$ cat config.mk
export PLATFORM = sky130hd
export DESIGN_NAME = panel_ser_port
export DESIGN_NICKNAME = d
export VERILOG_FILES = /design/src/rtl/pserp_pkg.sv /design/src/rtl/pserp_sync.sv /design/src/rtl/pserp_frame_rx.sv /design/src/rtl/pserp_key_tx.sv /design/src/rtl/panel_ser_port.sv
export SDC_FILE = /design/constraint.sdc
export NUM_CORES = 1
export LEC_CHECK = 0
export BUFFER_PORTS_ARGS = -buffer_cell sky130_fd_sc_hd__buf_2
export CAP_MARGIN = 40
export CELL_PAD_IN_SITES_DETAIL_PLACEMENT = 1
export CELL_PAD_IN_SITES_GLOBAL_PLACEMENT = 2
export CORE_ASPECT_RATIO = 0.5
export CORE_UTILIZATION = 38
export CTS_CLUSTER_SIZE = 28
export DETAILED_ROUTE_END_ITERATION = 16
export PLACE_DENSITY_LB_ADDON = 0.1
export REMOVE_ABC_BUFFERS = 1
export SYNTH_ARGS = -nofsm -noshare
export SYNTH_HDL_FRONTEND = slang
export SYNTH_SLANG_ARGS = --single-unit
$ cat constraint.sdc
create_clock -name clk -period 4 [get_ports clk]
set_input_delay 0.4 -clock clk [delete_from_list [all_inputs] [get_ports clk]]
set_output_delay 0.4 -clock clk [all_outputs]
set_load 0.02 [all_outputs]
$ cat src/rtl/pserp_pkg.sv
// Shared constants and types for the serial control port.
// Assumes the frame layout: segment half, control field, direction code.
package pserp_pkg;
    localparam int CTRL_W = 9;
    localparam int DIR_W  = 2;

    localparam logic [DIR_W-1:0] DIR_LOW  = 2'b00;
    localparam logic [DIR_W-1:0] DIR_HIGH = 2'b01;

    typedef enum logic [1:0] {
        FR_IDLE  = 2'd0,
        FR_WRITE = 2'd1,
        FR_READ  = 2'd2,
        FR_SKIP  = 2'd3
    } frame_kind_e;

    // First received control bit lands in sleep[0].
    typedef struct packed {
        logic       bias;
        logic       blank;
        logic [2:0] port;
        logic [1:0] pin;
        logic [1:0] sleep;
    } ctrl_t;
endpackage

$ cat src/rtl/pserp_sync.sv
// Multi-stage synchronizer for a group of asynchronous pins.
// Assumes each pin is a level that stays put longer than STAGES cycles.
module pserp_sync #(
    parameter int N      = 3,
    parameter int STAGES = 2
) (
    input  logic         clk,
    input  logic         rst_n,
    input  logic [N-1:0] async_i,
    output logic [N-1:0] sync_o
);
    logic [STAGES-1:0][N-1:0] chain;

    // Shift the pin group through the synchronizer stages.
    always_ff @(posedge clk) begin
        if (!rst_n) begin
            chain <= '0;
        end else begin
            chain[0] <= async_i;
            for (int s = 1; s < STAGES; s++) begin
                chain[s] <= chain[s-1];
            end
        end
    end

    assign sync_o = chain[STAGES-1];
endmodule

$ cat src/rtl/pserp_frame_rx.sv
// Address capture, frame-type decode and write shift register.
// Assumes synchronized pins and that enable and clock edges never coincide.
// The write shift register has no reset: its contents are qualified by the
// bit counter.
module pserp_frame_rx
    import pserp_pkg::*;
#(
    parameter int                ADDR_W  = 8,
    parameter logic [ADDR_W-1:0] WR_ADDR = 8'h42,
    parameter logic [ADDR_W-1:0] RD_ADDR = 8'h43,
    parameter int                FRAME_W = 35
) (
    input  logic               clk,
    input  logic               rst_n,
    input  logic               ce_lvl,
    input  logic               ce_rise,
    input  logic               ce_fall,
    input  logic               sck_rise,
    input  logic               sdi,
    output frame_kind_e        kind_o,
    output logic               rd_start_o,
    output logic               full_o,
    output logic [FRAME_W-1:0] sr_o
);
    localparam int CW = $clog2(FRAME_W + 2);

    logic [ADDR_W-1:0]  addr_q;
    logic [CW-1:0]      cnt_q;
    logic [FRAME_W-1:0] sr_q;
    frame_kind_e        kind_q;
    logic               wr_bit;

    assign wr_bit = (kind_q == FR_WRITE) && ce_lvl && sck_rise;

    // Keep the last ADDR_W bits seen while enable is low, first bit in bit 0.
    always_ff @(posedge clk) begin
        if (!rst_n) begin
            addr_q <= '0;
        end else if (!ce_lvl && sck_rise) begin
            addr_q <= {sdi, addr_q[ADDR_W-1:1]};
        end
    end

    // Decode the frame type when enable rises, drop it when enable falls.
    always_ff @(posedge clk) begin
        if (!rst_n) begin
            kind_q <= FR_IDLE;
        end else if (ce_rise) begin
            if (addr_q == WR_ADDR)      kind_q <= FR_WRITE;
            else if (addr_q == RD_ADDR) kind_q <= FR_READ;
            else                        kind_q <= FR_SKIP;
        end else if (ce_fall) begin
            kind_q <= FR_IDLE;
        end
    end

    // Count write data bits, saturating one past a full frame.
    always_ff @(posedge clk) begin
        if (!rst_n) begin
            cnt_q <= '0;
        end else if (ce_rise) begin
            cnt_q <= '0;
        end else if (wr_bit && cnt_q != CW'(FRAME_W + 1)) begin
            cnt_q <= cnt_q + 1'b1;
        end
    end

    // Shift write data in, first bit ending up in bit 0.
    always_ff @(posedge clk) begin
        if (wr_bit) begin
            sr_q <= {sdi, sr_q[FRAME_W-1:1]};
        end
    end

    assign kind_o     = kind_q;
    assign rd_start_o = ce_rise && (addr_q == RD_ADDR);
    assign full_o     = (cnt_q == CW'(FRAME_W));
    assign sr_o       = sr_q;
endmodule

$ cat src/rtl/pserp_key_tx.sv
// Read-frame shifter: loads key bits plus sleep flag, shifts on falling
// clock edges that follow a rising edge within the frame, fills with ones.
// Assumes load and shift requests never arrive in the same cycle.
module pserp_key_tx #(
    parameter int W = 21
) (
    input  logic         clk,
    input  logic         rst_n,
    input  logic         load_i,
    input  logic [W-1:0] data_i,
    input  logic         active_i,
    input  logic         sck_rise,
    input  logic         sck_fall,
    output logic         bit_o
);
    logic [W-1:0] tx_q;
    logic         seen_q;

    // Load at frame start, then move one bit per qualified falling edge.
    always_ff @(posedge clk) begin
        if (!rst_n) begin
            tx_q   <= '1;
            seen_q <= 1'b0;
        end else if (load_i) begin
            tx_q   <= data_i;
            seen_q <= 1'b0;
        end else if (active_i) begin
            if (sck_rise) begin
                seen_q <= 1'b1;
            end
            if (sck_fall && seen_q) begin
                tx_q <= {1'b1, tx_q[W-1:1]};
            end
        end
    end

    assign bit_o = tx_q[0];
endmodule

$ cat src/rtl/panel_ser_port.sv
// Serial control port top: synchronizes the link pins, latches the two
// display halves and the control field, and runs the hold state and the
// shared data-out / request line.
// Assumes a system clock well above the link clock. The display and control
// registers have no reset, matching a port that must accept data at any time.
module panel_ser_port
    import pserp_pkg::*;
#(
    parameter int                DISP_W      = 48,
    parameter int                KEY_W       = 20,
    parameter int                ADDR_W      = 8,
    parameter logic [ADDR_W-1:0] WR_ADDR     = 8'h42,
    parameter logic [ADDR_W-1:0] RD_ADDR     = 8'h43,
    parameter int                SYNC_STAGES = 2
) (
    input  logic              clk,
    input  logic              rst_n,
    input  logic              ce_i,
    input  logic              sck_i,
    input  logic              sdi_i,
    output logic              sdo_o,
    input  logic [KEY_W-1:0]  key_i,
    input  logic              key_req_i,
    output logic              read_done_o,
    output logic              hold_o,
    output logic [DISP_W-1:0] disp_o,
    output logic [1:0]        sleep_o,
    output logic [1:0]        pin_o,
    output logic [2:0]        port_o,
    output logic              blank_o,
    output logic              bias_o
);
    localparam int HALF    = DISP_W / 2;
    localparam int FRAME_W = HALF + CTRL_W + DIR_W;
    localparam int TX_W    = KEY_W + 1;

    logic               ce_s, sck_s, sdi_s, ce_p, sck_p;
    logic               ce_rise, ce_fall, sck_rise, sck_fall;
    frame_kind_e        kind;
    logic               rd_start, full, rd_act, tx_bit, wr_end, lat_any;
    logic [FRAME_W-1:0] sr;
    logic [DIR_W-1:0]   dir;
    logic [1:0]         lat, got_q;
    logic               hold_q, sdo_q, done_q;
    ctrl_t              ctrl_q;

    pserp_sync #(.N(3), .STAGES(SYNC_STAGES)) u_sync (
        .clk     (clk),
        .rst_n   (rst_n),
        .async_i ({sdi_i, sck_i, ce_i}),
        .sync_o  ({sdi_s, sck_s, ce_s})
    );

    // Remember the previous synchronized enable and clock for edge detection.
    always_ff @(posedge clk) begin
        if (!rst_n) begin
            ce_p  <= 1'b0;
            sck_p <= 1'b0;
        end else begin
            ce_p  <= ce_s;
            sck_p <= sck_s;
        end
    end

    assign ce_rise  = ce_s && !ce_p;
    assign ce_fall  = !ce_s && ce_p;
    assign sck_rise = sck_s && !sck_p;
    assign sck_fall = !sck_s && sck_p;

    pserp_frame_rx #(
        .ADDR_W (ADDR_W), .WR_ADDR (WR_ADDR), .RD_ADDR (RD_ADDR), .FRAME_W (FRAME_W)
    ) u_rx (
        .clk        (clk),
        .rst_n      (rst_n),
        .ce_lvl     (ce_s),
        .ce_rise    (ce_rise),
        .ce_fall    (ce_fall),
        .sck_rise   (sck_rise),
        .sdi        (sdi_s),
        .kind_o     (kind),
        .rd_start_o (rd_start),
        .full_o     (full),
        .sr_o       (sr)
    );

    assign rd_act = (kind == FR_READ) && ce_s;

    pserp_key_tx #(.W(TX_W)) u_tx (
        .clk      (clk),
        .rst_n    (rst_n),
        .load_i   (rd_start),
        .data_i   ({|ctrl_q.sleep, key_i}),
        .active_i (rd_act),
        .sck_rise (sck_rise),
        .sck_fall (sck_fall),
        .bit_o    (tx_bit)
    );

    // Latch strobes: a complete write frame with a known direction code.
    assign dir     = sr[FRAME_W-1 -: DIR_W];
    assign wr_end  = ce_fall && (kind == FR_WRITE) && full;
    assign lat[0]  = wr_end && (dir == DIR_LOW);
    assign lat[1]  = wr_end && (dir == DIR_HIGH);
    assign lat_any = |lat;

    // One register per display half, each loaded by its own strobe.
    for (genvar h = 0; h < 2; h++) begin : g_half
        logic [HALF-1:0] q;
        always_ff @(posedge clk) begin
            if (lat[h]) begin
                q <= sr[HALF-1:0];
            end
        end
        assign disp_o[h*HALF +: HALF] = q;
    end

    // Control field travels only with the lower half.
    always_ff @(posedge clk) begin
        if (lat[0]) begin
            ctrl_q <= ctrl_t'(sr[HALF +: CTRL_W]);
        end
    end

    // Hold until both halves have been latched since reset.
    always_ff @(posedge clk) begin
        if (!rst_n) begin
            got_q  <= 2'b00;
            hold_q <= 1'b1;
        end else begin
            got_q <= got_q | lat;
            if (lat_any && (&(got_q | lat))) begin
                hold_q <= 1'b0;
            end
        end
    end

    // Shared return line: read data in read frames, request when idle.
    always_ff @(posedge clk) begin
        if (!rst_n) begin
            sdo_q <= 1'b1;
        end else if (hold_q) begin
            sdo_q <= 1'b1;
        end else if (ce_s) begin
            sdo_q <= rd_act ? tx_bit : 1'b1;
        end else begin
            sdo_q <= !key_req_i;
        end
    end

    // Report the end of a key read outside hold.
    always_ff @(posedge clk) begin
        if (!rst_n) begin
            done_q <= 1'b0;
        end else begin
            done_q <= ce_fall && (kind == FR_READ) && !hold_q;
        end
    end

    assign sdo_o       = sdo_q;
    assign read_done_o = done_q;
    assign hold_o      = hold_q;
    assign sleep_o     = ctrl_q.sleep;
    assign pin_o       = ctrl_q.pin;
    assign port_o      = ctrl_q.port;
    assign blank_o     = ctrl_q.blank;
    assign bias_o      = ctrl_q.bias;
endmodule

==> results.yml, run 1 <==
detailed_routing:
  dr.first_iter.drc_count: 133
  ant_nets: 0
  wl_per_cell_um: 15.6
  drc: 0
  viasPerCell: 4.69
  routed_wl_mm: 9.51
  dr.pass1.iters: 4
  vias: 2860
synthesis:
  synth_top_area_share_pct: 56.5
  synth_seq_cells: 143
  yosys.cell_types.count: 37
  syn_inst: 333
  synth_area_leaders: "edfxtp_1, dfxtp_1, nand2_1"
  synth_area_um2: 4890
  ys_warn_count: 0
  ys_seq_area_share_pct: 77.4
  syn_area_per_cell_um2: 14.7
  synth_largest_area_cell: "edfxtp_1"
setup_path:
  rr_worst_depth: 6
  arrival_ns: 2.24
  crit_required_ns: 4.11
  crit_fanout: 26
  worstReg2RegStart: "u_sync.sync_o[0]"
  worst_r2r_endpoint: "g_half[0].q[9]"
  critPathCaptureType: "register"
  crit_type: "register to register"
  start_kind: "register"
  rrSetupSlack_ns: 1.87
timing:
  setup_slack_ns: 1.87
  worstMarginPinSlew_ns: 0.735
  finClkSkew_ns: 0.00644
  relSlewSlack_pct: 51.0
  setup_viol: 0
  hold_slack_ns: 0.201
  fmax_mhz: 470
  hold_violations: 0
  fin_setup_tns_ns: 0
  rsz0062_at_grt: "no"
  finalMaxSlewViolations: 0
  period_share_pct: 53.2
  min_period_ns: 2.13
global_routing:
  grt_overflow: 0
  grt_pass1_wl_mm: 15.1
  grt_usage_pct: 15.5
  antenna_found_initial: 0
  grt_max_degree: 28
  grt_pass1_vias: 2850
cells_and_area:
  fill_cells: 1266
  drive_above_1_share_pct: 29.4
  multi_input_area_um2: 1040
  final_cell_mix: "edfxtp_1, buf_2, dfxtp_1"
  regArea_um2: 3780
  syn2layout_area_growth_pct: 26.0
  nNetsFinal: 462
  final_common_cell: "edfxtp_1"
  final_core_util_pct: 50.7
  diodes: 0
die:
  pin_count: 86
  rows: 28
  start_util_pct: 40.2
  die-height_um: 82.2
  die_x_um: 162
  die_area_um2: 13400
  core_area_um2: 12200
clock_network:
  cts.sinks: 143
  cts-buffers-inserted: 17
  clk_latency_ns: 0.41
  cts_tree: "done"
  cts-root-buf: "clkbuf_16"
  cts-resized-gates: 0
  max-clock-path-buffers: 2
  post_cts_buffers: 0
  postCtsHoldBufs: 0
  htreeDepth: 4
  clk_pin_slew_worst_paths_ns: 0.06
placed_design:
  port_buffers: 85
  hpwl_mm: 6.43
  pre_cts_slack_ns: 1.85
  gp_congestion: 0.734
pwr:
  power-per-cell-area_nw_per_um2: 517
  p_leak_nw: 2.34
  p_total_mw: 3.19
  irDropWorstVdd_uv: 217
min_path:
  hold_path_end: "u_sync.chain[2]"
  hold_start: "sdi_i"
  hp-class: "input pin to register"
  hold_depth: 2
run:
  cap_violations: 0
outcome:
  outcome: "finished clean"
==> stage by stage <==
stage          instances  area, um2
2_1_floorplan        322       4830
3_5_place_dp         578       5560
4_1_cts              610       6160
5_1_grt              610       6160
3_3_place_gp         575       5510
6_report             610       6160
==> worst max-delay path: stages, from the launching register on <==
cell and delay, ns:
dfxtp_1 0.39, inv_1 0.20, ha_1 0.19, nor4bb_1 0.21, nand4bb_1 0.25, nor2_4 0.35
buf_16 0.23
==> logic make-up (layout without fill, tap and decap cells) <==
| kind of cell | after synthesis | after routing | synth area share (%) |
|---|---|---|---|
| buffers and inverters | 17 | 129 | 1.74 |
| flip-flops | 143 | 143 | 77.4 |
| multiplexers | 11 | 11 | 2.25 |
| adder cells (fa/ha/maj) | 4 | 4 | 1.02 |
| XOR/XNOR | 4 | 4 | 0.716 |
| AO/OA/AOI/OAI | 32 | 32 | 4.27 |
| AND/OR/NAND/NOR | 122 | 122 | 12.6 |
==> sequential cells by signal (all words and copies together) (netlist names), 2 cells and up <==
signal and cells:
g_half.q 48, u_rx.sr_o 35, u_tx.tx_q 21, u_rx.addr_q 8, u_rx.cnt_q 6, port_o 3
u_sync.chain 3, u_sync.sync_o 3, got_q 2, pin_o 2, sleep_o 2, u_rx.kind_o 2
==> synth_stat cells <==
master and number:
a31oi_1 21, and2_1 9, and2_4 1, and3b_1 1, and4b_1 1, and4bb_1 1, buf_2 5, buf_6 2
clkbuf_1 4, dfxtp_1 51, edfxtp_1 92, ha_1 4, inv_1 6, mux2i_1 11, nand2_1 47, nand2b_1 2
nand3_1 5, nand3b_1 1, nand4_1 2, nand4bb_1 2, nor2_1 30, nor2b_1 9, nor3_1 4, nor3b_1 2
nor3b_2 1, nor4b_4 1, nor4bb_1 1, o2111ai_1 1, o211ai_2 1, o21a_1 3, o21ai_0 1, o21ai_1 4
o2bb2ai_1 1, or3_1 1, or3b_1 1, xnor2_1 3, xor2_1 1
==> cell type report <==
type                    instances  area share (%)
flip-flops and latches        143            61.4
clock inverters                15            2.80
well taps                     165            3.35
repair buffers                 91            8.22
inverters                       6           0.365
multi-input cells             173            17.0
clock buffers                  17            6.90
==> power breakdown <==
group | switching (mW) | leakage, nW | internal, mW
combinational | 0.0169 | 0.803 | 0.0169
clock | 0.651 | 0.296 | 0.943
sequential | 0.00335 | 1.24 | 1.56
==> worst max path at each step <==
| stage | to | cells after the start | from | slack [ns] |
|---|---|---|---|---|
| final | g_half[0].q[9] | 6 | u_sync.sync_o[0] | 1.87 |
| after global routing | pin_o[1] | 6 | u_sync.sync_o[0] | 1.71 |
| after CTS | pin_o[1] | 6 | u_sync.sync_o[0] | 1.84 |
| after detailed placement | g_half[0].q[17] | 6 | u_sync.sync_o[0] | 1.85 |
| after global placement | g_half[0].q[18] | 5 | u_sync.sync_o[0] | 1.64 |
| after floorplan | bias_o | 5 | u_sync.sync_o[0] | 1.15 |
==> per-layer routing <==
layer | up-vias | global-route usage, % | share of wire, %
li1 | 1405 | - | -
met1 | 1379 | 20.5 | 50
met2 | 70 | 23.4 | 44
met3 | 6 | 4.55 | 5.2
met4 | 0 | 7.64 | 0.78
met5 | - | 0 | 0
Note: power is estimated with default switching activity, not from simulation.
==> run 2: changes to the inputs <==
- CORE_UTILIZATION: 38 -> 34
- clock period: 4 -> 1.82 ns (I/O delays scaled with it)
==> run 2 against run 1 <==
  * Clock power grew 120%
  * Register-to-register slack lost 1.8 ns
  * Total power grew 120%
  * Cell count grew 7.2%
  * Sequential cell count is the same
  * Setup slack lost 1.8 ns
  * Design area grew 4.1%
  * Sequential share of layout area shrank 2.4 points
  * Hold slack lost 0.16 ns
  * Via count grew 3.4%
==> results.yml, run 2 (synthesis results as in run 1) <==
outcome:
  outcome: "finished clean"
placed_design:
  dp.cells: 615
  port_buffers: 85
  pre_cts_slack_ns: 0.0126
  gp_congestion: 0.730
  place_area_um2: 5660
  hpwl_mm: 6.49
cells_and_area:
  top_register: "g_half.q"
  largest_reg_flops: 48
  layout.cells.non_filler: 654
  final_cell_mix: "edfxtp_1, buf_2, dfxtp_1"
  final_common_cell: "edfxtp_1"
  syn2layout_area_growth_pct: 31.2
  diodes: 0
  finish.instance_area_um2: 6420
  fill_cells: 1432
  nNetsFinal: 480
  drive_above_1_share_pct: 32.5
min_path:
  hold_start: "key_i[6]"
  hp-class: "input pin to register"
  hold_depth: 3
  hold_path_end: "u_tx.tx_q[6]"
detailed_routing:
  ant_nets: 0
  routed_wl_mm: 10.4
  drc: 0
  dr.pass1.iters: 4
  vias: 2958
  dr.first_iter.drc_count: 154
  viasPerCell: 4.52
  wl_per_cell_um: 15.9
clock_network:
  clk_pin_slew_worst_paths_ns: 0.06
  cts_tree: "done"
  cts.sinks: 143
  cts-buffers-inserted: 17
  max-clock-path-buffers: 2
  htreeDepth: 4
  cts-root-buf: "clkbuf_16"
  clk_latency_ns: 0.42
setup_path:
  slowest_stage: "dfxtp_1"
  critPathLaunch: "ce_p"
  crit_fanout: 8
  start_kind: "register"
  slowest_delay_ns: 0.38
  crit_type: "register to register"
  worstReg2RegStart: "ce_p"
  arrival_ns: 1.92
  rrSetupSlack_ns: 0.04
  critPathCaptureType: "register"
  worst_r2r_endpoint: "g_half[0].q[8]"
  cp_top_family: "simple AND/OR/NAND/NOR gates"
  rr_worst_depth: 6
  crit_chain: "ha_4, nor4bb_4, nand4bb_4, nor2_4, buf_12, clkbuf_16"
  crit_required_ns: 1.95
  cp.buffers_inverters: 2
timing:
  worstMarginPinSlew_ns: 0.372
  period_share_pct: 98.0
  hold_violations: 0
  finalMaxSlewViolations: 0
  setup_slack_ns: 0.0365
  finClkSkew_ns: 0.0165
  fmax_mhz: 561
  relSlewSlack_pct: 75.2
  setup_viol: 0
  min_period_ns: 1.78
  hold_slack_ns: 0.0383
pwr:
  p_leak_nw: 2.43
  power.internal_mw: 5.50
  power-per-cell-area_nw_per_um2: 1090
  switchingPower_mw: 1.47
  p_comb_share_pct: 1.3
  p_total_mw: 6.98
  clockPowerShare_pct: 49.6
  switching_share_pct: 21.1
  p_seq_share_pct: 49.1
  irDropWorstVdd_uv: 540
global_routing:
  grt_max_degree: 35
  grt_pass1_vias: 3127
  gr-usage-met3_pct: 5.07
  grt_pass1_wl_mm: 16.2
  antenna_found_initial: 0
  busiest_layer: "met2"
  grt_overflow: 0
  use_met1_pct: 18.7
  grt_usage_pct: 14.8
  gr-usage-met2_pct: 23.8
die:
  pin_count: 86
  die_x_um: 172
  start_util_pct: 35.5
  rows: 30
  die_area_um2: 14900
  die-height_um: 86.8
  core_area_um2: 13800
run:
  cap_violations: 0
==> run 2: final cells by class <==
| class | instances | area [um2] | area share, % |
|---|---|---|---|
| Timing Repair Buffer | 109 | 697 | 10.9 |
| Clock buffer | 17 | 425 | 6.63 |
| Tap cell | 192 | 240 | 3.74 |
| Inverter | 6 | 22.5 | 0.351 |
| Sequential cell | 143 | 3780 | 59.0 |
| Multi-Input combinational cell | 173 | 1090 | 17.0 |
| Clock inverter | 14 | 158 | 2.46 |
==> run 2: worst max path at each step <==
stage	to	slack, ns	cells after the start
4_1_cts	g_half[1].q[7]	0.005	5
5_1_grt	port_o[2]	-0.07	6
2_1_floorplan	bias_o	-1.03	5
6_report	g_half[0].q[8]	0.04	6
3_5_place_dp	g_half[0].q[11]	0.01	5
3_3_place_gp	g_half[0].q[9]	0.05	5
==> run 2: stage by stage <==
stage / utilization, % / TNS, ns
after floorplan: - / -78.27
after global placement: 41.1 / 0
after detailed placement: 41.1 / 0
after CTS: 45.5 / 0
after global routing: 46.6 / -2.16
final: 46.6 / 0
==> run 2: power by group through the flow <==
stage	logic [mW]	clock network, mW	registers [mW]
global placement	0.0807	0	3.50
detailed placement	0.0820	0	3.50
finish	0.0872	3.46	3.43
floorplan	0.0311	0	3.49
CTS	0.0877	3.56	3.42
global route	0.0977	3.69	3.42
==> run 2: timing repair <==
item | in CTS | in global routing
endpoints found under the setup margin | 0 | 58
gates resized for setup | 0 | 9
buffers inserted | 0 | 1
hold buffers | 3 | 0
hold endpoints to repair | 3 | 0
==> run 2: layer usage <==
metal | share of wire, % | vias up | wire (um)
met2 | 45 | 80 | 4640
met1 | 49 | 1435 | 5070
met4 | 0.88 | 0 | 92
met5 | 0 | - | 0
li1 | - | 1434 | -
met3 | 5.8 | 9 | 602
==> run 2: worst reg2reg max path, cell delays in order, from the launching register on <==
cell	delay [ns]
dfxtp_1	0.38
ha_4	0.15
nor4bb_4	0.35
nand4bb_4	0.17
nor2_4	0.16
buf_12	0.14
clkbuf_16	0.15
==> run 3: changes to the inputs <==
- CORE_ASPECT_RATIO: 0.5 -> 2
- CTS_CLUSTER_DIAMETER: not set -> 30
==> run 3 against run 2 <==
  * Combinational power is 0.6% lower
  * Maximum frequency hardly changed
  * Die area stayed put
  * Cell count is 0.15% lower
  * First-iteration DRC count is 10% lower
  * Design area is 0.21% lower
  * Setup slack better by 0.00088 ns
  * Routed wire length is 4.5% lower
  * Utilization is 0.74 points lower
  * Total power is 1.4% lower
  * Highest routed layer unchanged
==> results.yml, run 3 (synthesis results as in run 1) <==
setup_path:
  crit_type: "register to register"
  rrSetupSlack_ns: 0.04
  rr_worst_depth: 6
  crit_fanout: 6
  arrival_ns: 1.91
  worstReg2RegStart: "u_rx.cnt_q[4]"
  crit_required_ns: 1.95
  worst_r2r_endpoint: "g_half[1].q[6]"
  critPathCaptureType: "register"
  start_kind: "register"
pwr:
  p_comb_share_pct: 1.3
  power.internal_mw: 5.40
  power-per-cell-area_nw_per_um2: 1070
  switchingPower_mw: 1.48
  p_seq_share_pct: 49.8
  irDropWorstVdd_uv: 691
  clockPowerShare_pct: 48.9
  switching_share_pct: 21.5
  p_total_mw: 6.88
  p_leak_nw: 2.43
detailed_routing:
  ant_nets: 0
  wl_per_cell_um: 15.2
  vias: 2961
  drc: 0
  dr.first_iter.drc_count: 138
  viasPerCell: 4.53
  routed_wl_mm: 9.94
  dr.pass1.iters: 4
run:
  cap_violations: 0
clock_network:
  clk_latency_ns: 0.42
  cts.sinks: 143
  cts_tree: "done"
  max-clock-path-buffers: 2
  clk_pin_slew_worst_paths_ns: 0.07
  cts-root-buf: "clkbuf_16"
  htreeDepth: 4
  cts-buffers-inserted: 17
cells_and_area:
  final_core_util_pct: 45.8
  diodes: 0
  drive_above_1_share_pct: 32.3
  final_cell_mix: "edfxtp_1, buf_2, dfxtp_1"
  nNetsFinal: 481
  largest_reg_flops: 48
  top_register: "g_half.q"
  finish.instance_area_um2: 6400
  final_common_cell: "edfxtp_1"
  syn2layout_area_growth_pct: 30.9
  layout.cells.non_filler: 653
timing:
  fmax_mhz: 561
  finClkSkew_ns: 0.00890
  period_share_pct: 97.9
  min_period_ns: 1.78
  hold_violations: 0
  hold_slack_ns: 0.0243
  setup_viol: 0
  fin_setup_tns_ns: 0
  relSlewSlack_pct: 78.1
  setup_slack_ns: 0.0374
  finalMaxSlewViolations: 0
  worstMarginPinSlew_ns: 0.328
global_routing:
  grt_overflow: 0
  grt_max_degree: 36
  antenna_found_initial: 0
  grt_usage_pct: 14.0
  grt_pass1_vias: 3050
  grt_pass1_wl_mm: 15.4
die:
  start_util_pct: 35.0
  rows: 61
  core_area_um2: 14000
  pin_count: 86
  die_area_um2: 14900
  die-height_um: 172
  die_x_um: 86.8
placed_design:
  port_buffers: 85
  dp.cells: 613
  pre_cts_slack_ns: 0.0354
  place_area_um2: 5690
  gp_congestion: 0.692
  hpwl_mm: 6.67
min_path:
  hold_path_end: "u_tx.tx_q[12]"
  hold_start: "key_i[12]"
  hold_depth: 3
  hp-class: "input pin to register"
outcome:
  outcome: "finished clean"
==> run 3: critical path: stages (launching register included) <==
cell	delay, ns
dfxtp_1	0.34
or3b_4	0.39
nand4bb_1	0.18
buf_4	0.17
nor2_4	0.12
buf_12	0.14
buf_6	0.15
==> run 3: repair_timing <==
action,4_1_cts,5_1_grt
endpoints found under the setup margin,0,57
resized for setup,0,5
endpoints found under the hold margin,3,0
hold buffers,3,0
setup buffers,0,2
==> run 3: routing by layer <==
layer / GRT usage (%) / vias up / wire length (um)
met4: 6.30 / 0 / 207
met2: 24.6 / 72 / 5500
met1: 15.5 / 1431 / 3860
met3: 3.93 / 16 / 376
li1: - / 1442 / -
met5: 0 / - / 0
==> run 3: layout make-up <==
class / instances / area [um2]
multi-input cells: 173 / 1060
flip-flops and latches: 143 / 3790
repair buffers: 110 / 722
clock inverters: 14 / 148
clock buffers: 18 / 429
well taps: 189 / 236
fillers: 1469 / 7560
inverters: 6 / 22.5
==> run 3: how the worst max path moves through the flow <==
| stage | slack, ns | start | end | cells past startpoint |
|---|---|---|---|---|
| 2_1_floorplan | -1.03 | u_sync.sync_o[0] | bias_o | 5 |
| 3_3_place_gp | 0.07 | u_rx.cnt_q[5] | g_half[1].q[19] | 4 |
| 3_5_place_dp | 0.04 | u_rx.cnt_q[5] | g_half[1].q[18] | 4 |
| 4_1_cts | 0.02 | u_rx.cnt_q[5] | g_half[1].q[21] | 4 |
| 5_1_grt | -0.01 | u_rx.cnt_q[1] | g_half[1].q[6] | 7 |
| 6_report | 0.04 | u_rx.cnt_q[4] | g_half[1].q[6] | 6 |
==> run 3: power by group through the flow <==
stage / clock, mW / combinational, mW / sequential [mW]
floorplan: 0 / 0.0311 / 3.49
global placement: 0 / 0.0844 / 3.50
detailed placement: 0 / 0.0860 / 3.50
CTS: 3.46 / 0.0913 / 3.42
global route: 3.59 / 0.0976 / 3.42
finish: 3.37 / 0.0867 / 3.43
